--- src/rtl/wake_monitor_pkg.sv ---
package wake_monitor_pkg;

  typedef enum logic [2:0] {
    GRP_TIME   = 3'd0,
    GRP_ENABLE = 3'd1,
    GRP_FALL   = 3'd2,
    GRP_RISE   = 3'd3,
    GRP_POL    = 3'd4,
    GRP_STATUS = 3'd5,
    GRP_DOOR   = 3'd6,
    GRP_NONE   = 3'd7
  } regGroup_t;

  localparam int SUB_FIELD_W = 8;

  typedef struct packed {
    logic                   wrStrobe;
    regGroup_t              group;
    logic [SUB_FIELD_W-1:0] sub;
    logic                   armed;
  } ctrlStrobes_t;

endpackage

--- src/rtl/wake_ctrl.sv ---
module wake_ctrl
  import wake_monitor_pkg::*;
#(
  parameter int WORDS        = 2,
  parameter int ADDR_W       = 4,
  parameter int DOORBELL_BIT = 0
) (
  input  logic              clk,
  input  logic              rst,
  input  logic              busWrEn,
  input  logic [ADDR_W-1:0] busAddr,
  input  logic              doorBit,
  input  logic              wakeReq,
  output ctrlStrobes_t      strobes
);

  localparam int DOOR_ADDR = 6 * WORDS;

  logic      armed;
  regGroup_t grp;
  logic [SUB_FIELD_W-1:0] sub;

  always_comb begin
    if (int'(busAddr) < DOOR_ADDR) begin
      grp = regGroup_t'(3'(int'(busAddr) / WORDS));
      sub = SUB_FIELD_W'(int'(busAddr) % WORDS);
    end else if (int'(busAddr) == DOOR_ADDR) begin
      grp = GRP_DOOR;
      sub = '0;
    end else begin
      grp = GRP_NONE;
      sub = '0;
    end
  end

  // A pending wake takes priority over an arming request.
  always_ff @(posedge clk) begin
    if (rst) begin
      armed <= 1'b0;
    end else if (wakeReq) begin
      armed <= 1'b0;
    end else if (busWrEn && grp == GRP_DOOR && doorBit) begin
      armed <= 1'b1;
    end
  end

  always_comb begin
    strobes.wrStrobe = busWrEn;
    strobes.group    = grp;
    strobes.sub      = sub;
    strobes.armed    = armed;
  end

endmodule

--- src/rtl/wake_datapath.sv ---
module wake_datapath
  import wake_monitor_pkg::*;
#(
  parameter int NUM_PINS     = 40,
  parameter int WORDS        = 2,
  parameter int DOORBELL_BIT = 0
) (
  input  logic                  clk,
  input  logic                  rst,
  input  ctrlStrobes_t          strobes,
  input  logic [NUM_PINS-1:0]   pinIn,
  input  logic [63:0]           timeNow,
  input  logic [31:0]           busWrData,
  output logic [31:0]           busRdData,
  output logic [WORDS*32-1:0]   pendVec,
  output logic [WORDS*32-1:0]   enVec,
  output logic [63:0]           wakeTime,
  output logic                  timeHit,
  output logic                  wakeReq
);

  localparam int VEC_BITS = WORDS * 32;

  logic [31:0] enW   [WORDS];
  logic [31:0] fallW [WORDS];
  logic [31:0] riseW [WORDS];
  logic [31:0] polW  [WORDS];
  logic [31:0] pendW [WORDS];
  logic [31:0] evtW  [WORDS];
  logic [31:0] timeLo, timeHi;

  logic [NUM_PINS-1:0] syncA, syncB, prevB;
  logic [VEC_BITS-1:0] fallVec, riseVec, polVec, evtVec;
  logic [WORDS-1:0]    wrSel;
  logic                clearReq;

  assign wakeTime = {timeHi, timeLo};
  assign clearReq = (busWrData == 32'd0);

  always_comb begin
    for (int w = 0; w < WORDS; w++) begin
      wrSel[w] = strobes.wrStrobe && (strobes.sub == SUB_FIELD_W'(w));
      enVec[w*32 +: 32]   = enW[w];
      fallVec[w*32 +: 32] = fallW[w];
      riseVec[w*32 +: 32] = riseW[w];
      polVec[w*32 +: 32]  = polW[w];
      pendVec[w*32 +: 32] = pendW[w];
      evtW[w]             = evtVec[w*32 +: 32];
    end
  end

  // Per-pin event decode: edge modes when any select is set, else level.
  for (genvar p = 0; p < NUM_PINS; p++) begin : g_pin
    logic isEdge, rose, fell, lvl;
    assign isEdge = riseVec[p] | fallVec[p];
    assign rose   = syncB[p] & ~prevB[p];
    assign fell   = ~syncB[p] & prevB[p];
    assign lvl    = (syncB[p] == polVec[p]);
    assign evtVec[p] = strobes.armed & enVec[p] &
                       (isEdge ? ((riseVec[p] & rose) | (fallVec[p] & fell)) : lvl);
  end
  if (VEC_BITS > NUM_PINS) begin : g_pad
    assign evtVec[VEC_BITS-1:NUM_PINS] = '0;
  end

  always_ff @(posedge clk) begin
    if (rst) begin
      for (int w = 0; w < WORDS; w++) begin
        enW[w]   <= '0;
        fallW[w] <= '0;
        riseW[w] <= '0;
        polW[w]  <= '0;
        pendW[w] <= '0;
      end
      timeLo  <= '1;
      timeHi  <= '1;
      timeHit <= 1'b0;
      syncA   <= '0;
      syncB   <= '0;
      prevB   <= '0;
    end else begin
      syncA   <= pinIn;
      syncB   <= syncA;
      prevB   <= syncB;
      timeHit <= (wakeTime != '1) && (timeNow >= wakeTime);
      for (int w = 0; w < WORDS; w++) begin
        if (wrSel[w] && strobes.group == GRP_ENABLE) enW[w]   <= busWrData;
        if (wrSel[w] && strobes.group == GRP_FALL)   fallW[w] <= busWrData;
        if (wrSel[w] && strobes.group == GRP_RISE)   riseW[w] <= busWrData;
        if (wrSel[w] && strobes.group == GRP_POL)    polW[w]  <= busWrData;
        pendW[w] <= ((wrSel[w] && strobes.group == GRP_STATUS && clearReq) ?
                     32'd0 : pendW[w]) | evtW[w];
      end
      if (strobes.wrStrobe && strobes.group == GRP_TIME && strobes.sub == '0)
        timeLo <= busWrData;
      if (strobes.wrStrobe && strobes.group == GRP_TIME && strobes.sub == SUB_FIELD_W'(1))
        timeHi <= busWrData;
    end
  end

  always_comb begin
    busRdData = '0;
    case (strobes.group)
      GRP_TIME: begin
        if (strobes.sub == '0) busRdData = timeLo;
        else if (strobes.sub == SUB_FIELD_W'(1)) busRdData = timeHi;
      end
      GRP_DOOR: busRdData = 32'(strobes.armed) << DOORBELL_BIT;
      GRP_NONE: busRdData = '0;
      default: begin
        for (int w = 0; w < WORDS; w++) begin
          if (strobes.sub == SUB_FIELD_W'(w)) begin
            case (strobes.group)
              GRP_ENABLE: busRdData = enW[w];
              GRP_FALL:   busRdData = fallW[w];
              GRP_RISE:   busRdData = riseW[w];
              GRP_POL:    busRdData = polW[w];
              default:    busRdData = pendW[w];
            endcase
          end
        end
      end
    endcase
  end

  assign wakeReq = (|pendVec) | timeHit;

endmodule

--- src/rtl/wake_monitor.sv ---
module wake_monitor
  import wake_monitor_pkg::*;
#(
  parameter int NUM_PINS     = 40,
  parameter int DOORBELL_BIT = 0,
  parameter int WORDS        = (NUM_PINS + 31) / 32,
  parameter int ADDR_W       = $clog2(6 * WORDS + 1)
) (
  input  logic                clk,
  input  logic                rst,
  input  logic [NUM_PINS-1:0] pinIn,
  input  logic [63:0]         timeNow,
  input  logic                busWrEn,
  input  logic [ADDR_W-1:0]   busAddr,
  input  logic [31:0]         busWrData,
  output logic [31:0]         busRdData,
  output logic                wakeReq
);

  localparam int VEC_BITS = WORDS * 32;

  ctrlStrobes_t        strobes;
  logic [VEC_BITS-1:0] pendVec, enVec;
  logic [63:0]         wakeTime;
  logic                timeHit;

  wake_ctrl #(
    .WORDS(WORDS), .ADDR_W(ADDR_W), .DOORBELL_BIT(DOORBELL_BIT)
  ) ctrl_i (
    .clk(clk), .rst(rst), .busWrEn(busWrEn), .busAddr(busAddr),
    .doorBit(busWrData[DOORBELL_BIT]), .wakeReq(wakeReq), .strobes(strobes)
  );

  wake_datapath #(
    .NUM_PINS(NUM_PINS), .WORDS(WORDS), .DOORBELL_BIT(DOORBELL_BIT)
  ) dp_i (
    .clk(clk), .rst(rst), .strobes(strobes), .pinIn(pinIn), .timeNow(timeNow),
    .busWrData(busWrData), .busRdData(busRdData), .pendVec(pendVec),
    .enVec(enVec), .wakeTime(wakeTime), .timeHit(timeHit), .wakeReq(wakeReq)
  );

endmodule

--- config.mk ---
export PLATFORM = sky130hd
export DESIGN_NAME = wake_monitor
export DESIGN_NICKNAME = d
export VERILOG_FILES = /design/src/rtl/wake_monitor_pkg.sv /design/src/rtl/wake_ctrl.sv /design/src/rtl/wake_datapath.sv /design/src/rtl/wake_monitor.sv
export SDC_FILE = /design/constraint.sdc
export NUM_CORES = 1
export LEC_CHECK = 0
export ABC_CLOCK_PERIOD_IN_PS = 9500
export BUFFER_PORTS_ARGS = -buffer_cell sky130_fd_sc_hd__buf_2
export CAP_MARGIN = 20
export CORE_UTILIZATION = 40
export DETAILED_ROUTE_END_ITERATION = 12
export GPL_TIMING_DRIVEN = 0
export HOLD_SLACK_MARGIN = 0.03
export SLEW_MARGIN = 40
export SYNTH_ARGS = -nofsm -noshare
export SYNTH_HDL_FRONTEND = slang
export SYNTH_SLANG_ARGS = --single-unit
--- constraint.sdc ---
create_clock -name clk -period 9.5 [get_ports clk]
set_input_delay 0.95 -clock clk [delete_from_list [all_inputs] [get_ports clk]]
set_output_delay 0.95 -clock clk [all_outputs]
set_load 0.02 [all_outputs]
* Yosys cells after proc, flatten, opt, wreduce, memory -nomap -nowiden
Memory sizes are Yosys's and may differ from the RTL's.
Cells that the tools add are included.
** Storage, ports and cells
- Register bits :: 186
- Bits in latches :: 0
- Bits in writable memories :: 320
- Memory bits (read-only) :: 0
- Input port bits :: 143
- Output and inout port bits :: 33
- Word-level logic and storage cells :: 591
- Memories kept :: 5
** Cells by class
- Add/sub/neg operators :: 0
- Multipliers :: 0
- Divide/modulo/power cells :: 0
- $lt $le $gt $ge :: 2
- Equality and inequality tests :: 50
- Shifts and indexed selects :: 0
- Multiplexer cells :: 89
- Bitwise gates (word level) :: 413
- Reductions and logical operators :: 25
** Memory list
- dp_i.enW :: depth 2, bits a word 32, read ports 2, clocked after memory_dff 0, write ports 2, RTL line wake_datapath.sv:24 : logic [31:0] enW [WORDS];
- dp_i.fallW :: depth 2, bits a word 32, read ports 2, clocked after memory_dff 0, write ports 2, RTL line wake_datapath.sv:25 : logic [31:0] fallW [WORDS];
- dp_i.pendW :: depth 2, bits a word 32, read ports 2, clocked after memory_dff 0, write ports 2, RTL line wake_datapath.sv:28 : logic [31:0] pendW [WORDS];
- dp_i.polW :: depth 2, bits a word 32, read ports 2, clocked after memory_dff 0, write ports 2, RTL line wake_datapath.sv:27 : logic [31:0] polW [WORDS];
- dp_i.riseW :: depth 2, bits a word 32, read ports 2, clocked after memory_dff 0, write ports 2, RTL line wake_datapath.sv:26 : logic [31:0] riseW [WORDS];
** Operators by type and width (number)
- 32-bit 2-to-1 mux :: 16
- 32-bit one-hot mux with 4 select lines :: 2
- 1-bit AND :: 240
- 32-bit one-hot mux with 3 select lines :: 1
- 1-bit bitwise OR :: 91
- 1-bit inverter :: 80
- 1-bit 2-to-1 mux :: 69
- 64-bit >= comparator :: 1
- 64-bit inequality test, second input constant :: 1
- 64-bit OR reduction :: 1
- 1-bit == test :: 40
- 32-bit logical NOT :: 1
- 32-bit bitwise OR :: 1
- 32-bit by 8-bit bitwise OR with 32-bit output :: 1
- 1-bit logical AND :: 20
- 3-bit == test, second input constant :: 4
- 8-bit logical NOT :: 1
- 3-bit by 2-bit == test with 1-bit output, second input constant :: 2
- 4-bit by 3-bit == test with 1-bit output, second input constant :: 1
- 4-bit < comparator, second input constant :: 1
- 3-bit by 1-bit == test with 1-bit output, second input constant :: 1
- 3-bit logical NOT :: 1
- 3-bit 2-to-1 mux :: 1
- 2-bit OR reduction :: 1
- 1-bit == test, second input constant :: 1

* Logic depth before layout (Yosys ltp)
Gate-level depths: netlist of run 1.
- Word-level depth :: 9
- Gate-level depth with buffers :: 10
- Depth with buffers taken out :: 8

* Modules after synthesis
A second synthesis of run 1 with hierarchy kept.
** Second synthesis, totals
- Cell total of the unflattened synthesis :: 2052
- Area, all modules :: 22096.2 um^2
** By module, submodules not included
- wake_datapath :: instances 1, cells each 2033, area each 21949.8 um^2, seq. area each 12191.7 um^2
- wake_ctrl :: instances 1, cells each 19, area each 146.4 um^2, seq. area each 20.0 um^2

* Worst setup path before layout of run 1
No wires, ideal clock.
- Path type :: input to register
- Start :: in busAddr[2]
- End :: mem dp_i.polW[0][0], enable pin
- Setup time :: 0.428 ns
- Arrival :: 3.344 ns
- Required time :: 9.072 ns
- Slack :: 5.728 ns
- Stages :: 7
- Buffers on the path :: 4
- Path through :: buf_4 nand2_2 and2_1 buf_2 buf_4 clkbuf_1 o21bai_1
** RTL lines
- start, declared :: RTL line wake_monitor.sv:14 : input logic [ADDR_W-1:0] busAddr,
- end, declared :: RTL line wake_datapath.sv:27

* Final worst setup path of run 1
- Start :: in busAddr[3]
- End :: out busRdData[21]
** Between the ends
- Word-level cells in the longest chain between the ends :: 8
** Ends and longest elaborated chain
- branches (longest 7 deep; another with 4-bit < comparator)
- 32-bit one-hot mux with 3 select lines * :: RTL line wake_datapath.sv:103 : case (strobes.group)
- end, declared :: RTL line wake_monitor.sv:16 : output logic [31:0] busRdData,
Every way passes the cells marked *.

==> PnR_summary.wiki, run 1 <==
{| class="wikitable"
! Metric !! Value
|-
| Status || finished clean
|-
| Slew at the pin closest to its max-slew limit || 859 ps
|-
| Synthesized area divided by synthesized cell count || 10.7 µm²
|-
| Worst hold slack || 430 ps
|-
| P per Cell Area || 194 mW/mm²
|-
| Largest net degree at the start of global routing || 33
|-
| Final sum of negative setup slack || 0 ps
|-
| Antenna violations before repair || 5
|-
| Minimum period implied by the final worst setup slack || 4480 ps
|-
| Number of buffers inserted to repair setup after CTS || 0
|-
| Worst slew margin || 0.419
|-
| Gr usage total || 0.276
|-
| Final hold violation count || 0
|-
| Yosys reg bits || 482
|-
| Cell chosen for the clock root || clkbuf_16
|-
| Layout cell share with drive strength beyond 1 || 0.173
|-
| Number of distinct library cells after synthesis || 54
|-
| H-tree level count || 2
|-
| Area of the core region || 0.0541 mm²
|-
| Setup repair after global routing missed its margin || false
|-
| Final Cycle Share || 0.472
|-
| Initial standard-cell utilization of the core || 0.407
|-
| Final GP Congestion || 0.932
|-
| Fmax || 223 MHz
|-
| Power consumption || 5.05 mW
|-
| Die W || 237 µm
|-
| Path type of the worst setup path || primary input to output port
|-
| Area growth from synthesis to layout || 18.1%
|-
| Standard-cell row count || 85
|-
| Number of global-route vias before repair || 17800
|-
| Max Slew Vio Count || 0
|-
| Synth Flop Type || edfxtp_1
|-
| Die extent in y || 237 µm
|-
| Total nets after synthesis || 2275
|-
| Utilization of the core after routing || 0.481
|-
| Detailed router's first-iteration violation count || 1975
|-
| GRT Residual Overflow || 0
|-
| Number of failing setup endpoints in the final timing report || 0
|-
| Post-detailed-route DRC marker count || 0
|-
| Clock insertion delay at the later pin of the skew report || 600 ps
|-
| Commonest non-fill, non-tap cells in the layout || 256 x edfxtp_1, 226 x dfxtp_1, 207 x nand2_1, 207 x buf_2, 178 x nor2_1
|-
| Post-layout nets || 2516
|-
| Via-to-Cell Ratio || 5.85
|-
| Area of the mapped netlist || 0.0221 mm²
|-
| Worst Path Arrival || 3530 ps
|-
| Worst-path clk slew || 60 ps
|-
| Cts bufs inserted || 50
|-
| Routed vias || 17800
|-
| Largest fanout of any net on the critical path || 10
|-
| Number of port buffers || 172
|-
| Setup crit end kind || output port
|-
| Wire length per cell || 25.3 µm
|-
| Fill cell total of the finished layout || 4908
|-
| DIE AREA || 0.0561 mm²
|-
| Final setup skew || 13.5 ps
|-
| Static leakage || 10.5 nW
|-
| I/O pin cnt || 176
|-
| Fraction of synthesis flops using an asynchronous set or reset pin || 0
|-
| Wire length of the first global-routing pass || 114000 µm
|-
| Max-cap violations || 0
|-
| Cells after Synth || 2068
|-
| Number of synthesis warnings || 0
|-
| Leading cell type in the layout, fill and taps excluded || edfxtp_1
|-
| Post-route antenna net violation count || 0
|-
| Worst-case clock buffer depth || 3
|-
| CTS hold repair buffers || 0
|-
| Worst ir drop on vdd || 0.000134 V
|-
| Post-synth EDFFs || 256
|-
| Detail Placement HPWL || 56300 µm
|-
| Sequential element share of the synthesized area || 0.554
|-
| CTS tree || yes
|-
| Routed wire length || 77300 µm
|-
| Detailed Routing Iterations Pass 1 || 8
|-
| Worst endpoint required time || 8550 ps
|-
| Cells resized by post-CTS repair || 0
|-
| Worst Hold Class || flop to flop
|-
| CP Launch Type || primary input
|-
| Sinks on the clock net || 482
|}
==> layer usage <==
metal  up-vias  global-route usage  wire length [µm]  share of wire
met3       204              0.0564              7800           0.10
met5         -                   0                 0              0
li1       8003                   -                 -              -
met1      8613               0.364             31300           0.40
met4         0               0.128              3390          0.044
met2      1028               0.435             34800           0.45
==> final cells by class <==
cell class / count / area [µm²] / share of cell area
Tap cell: 696 / 871 / 0.0334
Sequential cell: 482 / 12200 / 0.469
Buffer: 124 / 569 / 0.0219
Inverter: 106 / 398 / 0.0153
Antenna cell: 5 / 12.5 / 0.000480
Multi-Input combinational cell: 1356 / 8970 / 0.344
Clock buffer: 73 / 1510 / 0.0579
Timing Repair Buffer: 189 / 1180 / 0.0455
Clock inverter: 21 / 324 / 0.0124
==> worst max-delay path, cell delays in order <==
cell      delay, ps
buf_2           140
buf_4           210
clkbuf_1        660
clkbuf_1        570
a311oi_1        200
a21oi_1         400
o22ai_1         190
buf_2           210
==> cells by family after synthesis <==
kind of cell	after synthesis	share of synthesized area
flip-flops	482	0.554
XOR/XNOR	40	0.0159
adder cells (fa/ha/maj)	64	0.0363
AND/OR/NAND/NOR	750	0.169
multiplexers	81	0.0531
AO/OA/AOI/OAI	421	0.128
buffers and inverters	230	0.0437
==> metrics by stage <==
step / instance area [µm²] / setup WS [ps] / instances
2_1_floorplan: 22100 / 5730 / 2068
3_3_place_gp: 23800 / 3380 / 2936
3_5_place_dp: 24200 / 5160 / 2953
4_1_cts: 26000 / 5150 / 3047
5_1_grt: 26000 / 4990 / 3047
6_report: 26000 / 5020 / 3052
==> where the power goes <==
group          internal, mW  switching, mW
combinational         0.187          0.332
clock                  1.32          0.857
sequential             2.29         0.0585
total                  3.80           1.25
==> state kept, by name, summed over array words and instances, names as in the netlist <==
register,cells
dp_i.polW,64
dp_i.enW,64
dp_i.prevB,40
dp_i.pendW,40
dp_i.timeLo,32
dp_i.syncB,40
dp_i.timeHi,32
dp_i.timeHit,1
dp_i.fallW,64
dp_i.riseW,64
dp_i.syncA,40
ctrl_i.armed,1
==> final timing paths <==
check | start | endpoint | slack, ps | cells past startpoint
setup / recovery | busAddr[3] | busRdData[21] | 5020 | 8
hold / removal | dp_i.syncA[34] | dp_i.syncB[34] | 430 | 1
setup reg to reg | dp_i.timeHi[15] | dp_i.timeHit | 6850 | 8
hold reg to reg | dp_i.syncA[34] | dp_i.syncB[34] | 430 | 1
==> Yosys cell counts (22+ instances only) <==
master | count | area [µm²]
a311oi_1 | 24 | 210
a211o_1 | 33 | 289
nor4_1 | 22 | 138
edfxtp_1 | 256 | 7690
a22oi_1 | 40 | 300
nor2_1 | 178 | 668
and2_1 | 130 | 813
mux2_2 | 48 | 541
xor2_1 | 40 | 350
buf_2 | 35 | 175
inv_1 | 106 | 398
o21ai_0 | 81 | 405
mux4_2 | 24 | 541
ha_1 | 64 | 801
nand3b_1 | 34 | 255
nand2_1 | 207 | 777
clkbuf_1 | 71 | 267
dfxtp_1 | 226 | 4520
nor3_1 | 43 | 215
a31oi_1 | 42 | 263
nor2b_1 | 83 | 519
a32oi_1 | 40 | 350
o22ai_1 | 32 | 200
a21oi_1 | 81 | 405
nand4_1 | 31 | 194
(Power assumes the default switching activity.)
==> run 2: changes to the inputs <==
ABC_CLOCK_PERIOD_IN_PS = 4000   (was 9500)
clock period = 4 ns   (was 9.5 ns; I/O delays follow)
==> run 2 against run 1 <==
  * Sequential power grew 140%
  * Total power grew 140%
  * Combinational power grew 140%
  * First-iteration DRC count shrank 5.6%
  * Cell area grew 1.2%
  * Global-route usage grew 0.12 points
  * Via count is essentially flat
  * Critical path type unchanged
==> PnR_summary.wiki, run 2 (synthesized netlist as in run 1, its figures left out) <==
{| class="wikitable"
! Metric !! Value
|-
| Status || finished clean
|-
| Max Slew Vio Count || 0
|-
| CTS tree || yes
|-
| Layout Cell Area excl Fill || 0.0264 mm²
|-
| Final setup skew || 18.9 ps
|-
| Number of failing setup endpoints in the final timing report || 0
|-
| Worst ir drop on vdd || 0.000320 V
|-
| P per Cell Area || 455 mW/mm²
|-
| Worst Hold Class || primary input to flop
|-
| DIE AREA || 0.0561 mm²
|-
| Gr usage total || 0.277
|-
| Highest cell delay on the worst timing path || 660 ps
|-
| Routed wire length || 77500 µm
|-
| Power consumption || 12.0 mW
|-
| Final Cycle Share || 0.838
|-
| Via-to-Cell Ratio || 5.79
|-
| Commonest non-fill, non-tap cells in the layout || 256 x edfxtp_1, 226 x dfxtp_1, 207 x nand2_1, 207 x buf_2, 178 x nor2_1
|-
| Number of instances in the placed design || 2953
|-
| Seq. cell area || 0.0122 mm²
|-
| Sinks on the clock net || 482
|-
| Cells resized by post-CTS repair || 0
|-
| Final GP Congestion || 0.932
|-
| Largest net degree at the start of global routing || 33
|-
| Post-route antenna net violation count || 0
|-
| Minimum period implied by the final worst setup slack || 3350 ps
|-
| Placed Area || 0.0242 mm²
|-
| Post-detailed-route DRC marker count || 0
|-
| I/O pin cnt || 176
|-
| Max-cap violations || 0
|-
| Cts bufs inserted || 50
|-
| Initial standard-cell utilization of the core || 0.407
|-
| Antenna violations before repair || 5
|-
| Worst-case clock buffer depth || 3
|-
| Post-route non-filler standard cell count || 3082
|-
| Static leakage || 10.6 nW
|-
| Wire length per cell || 25.2 µm
|-
| CTS hold repair buffers || 33
|-
| Final hold violation count || 0
|-
| Detail Placement HPWL || 56300 µm
|-
| Critical path's top delay family || buffers and inverters
|-
| Path type of the worst setup path || primary input to output port
|-
| Detailed router's first-iteration violation count || 1864
|-
| CP Launch Type || primary input
|-
| Clock insertion delay at the later pin of the skew report || 610 ps
|-
| Worst-path clk slew || 60 ps
|-
| Worst endpoint required time || 3600 ps
|-
| GRT Residual Overflow || 0
|-
| Post-layout nets || 2549
|-
| Leading cell type in the layout, fill and taps excluded || edfxtp_1
|-
| Routed vias || 17800
|-
| Fill cell total of the finished layout || 4884
|-
| Number of buffers inserted to repair setup after CTS || 0
|-
| H-tree level count || 2
|-
| Count of buffer and inverter cells on the critical path || 5
|-
| Setup repair after global routing missed its margin || false
|-
| Cell chosen for the clock root || clkbuf_16
|-
| Worst slew margin || 0.427
|-
| Die extent in y || 237 µm
|-
| Area of the core region || 0.0541 mm²
|-
| Detailed Routing Iterations Pass 1 || 6
|-
| Slew at the pin closest to its max-slew limit || 860 ps
|-
| Worst Path Arrival || 2950 ps
|-
| Area growth from synthesis to layout || 19.6%
|-
| Number of global-route vias before repair || 18000
|-
| Setup slack of the critical path after layout || 649 ps
|-
| Setup WS pre-CTS || 756 ps
|-
| Wire length of the first global-routing pass || 114000 µm
|-
| Fmax || 298 MHz
|-
| Largest fanout of any net on the critical path || 10
|-
| Critical Path, Cell by Cell || buf_2 -> buf_4 -> clkbuf_1 -> clkbuf_1 -> a311oi_1 -> a21oi_1 -> o22ai_1 -> buf_2
|-
| Cell with the largest stage delay on the worst path || clkbuf_1
|-
| Area of combinational cells with multiple inputs || 0.00897 mm²
|-
| Setup crit end kind || output port
|-
| Standard-cell row count || 85
|-
| Number of port buffers || 172
|-
| Die W || 237 µm
|-
| Layout cell share with drive strength beyond 1 || 0.171
|}
-- run 2: cell count changes in the layout (fill, tap and decap cells not counted) --
cell           change
dlygate4sd3_1     +33
diode_2            -3
-- run 2: cell type report --
cell class / instances / share of cell area
well taps: 696 / 0.0330
multi-input cells: 1356 / 0.340
clock inverters: 21 / 0.0123
diodes: 2 / 0.000190
clock buffers: 73 / 0.0572
plain buffers: 124 / 0.0216
repair buffers: 222 / 0.0575
inverters: 106 / 0.0151
flip-flops and latches: 482 / 0.463
-- run 2: path summary, 6_finish.rpt --
path | start | end | slack [ps] | cells after the start
worst max-delay path | busAddr[3] | busRdData[29] | 650 | 8
worst min-delay path | pinIn[12] | dp_i.syncA[12] | 40 | 2
worst max register to register | dp_i.timeHi[25] | dp_i.timeHit | 1330 | 8
worst min register to register | dp_i.syncA[34] | dp_i.syncB[34] | 430 | 1
-- run 2: report_power, final --
| part | internal, mW | leakage [nW] | switching (mW) | total (mW) |
|---|---|---|---|---|
| logic | 0.466 | 5.43 | 0.792 | 1.26 |
| clock network | 3.14 | 0.887 | 2.03 | 5.17 |
| registers | 5.44 | 4.30 | 0.139 | 5.58 |
| total | 9.04 | 10.6 | 2.96 | 12.0 |
-- run 2: stage by stage --
step / hold WS (ps) / TNS [ps] / utilization
final: 42.8 / 0 / 0.487
after CTS: 32.9 / 0 / 0.487
after floorplan: 414 / 0 / -
after global placement: 418 / -200760 / 0.439
after detailed placement: 422 / 0 / 0.447
after global routing: 58.3 / 0 / 0.487
-- run 2: per-layer routing --
| layer | share of wire | routed length [µm] | global-route usage |
|---|---|---|---|
| met1 | 0.40 | 31100 | 0.364 |
| met2 | 0.45 | 35200 | 0.439 |
| met3 | 0.10 | 7880 | 0.0557 |
| met4 | 0.044 | 3390 | 0.128 |
| met5 | 0.00010 | 8 | 0 |
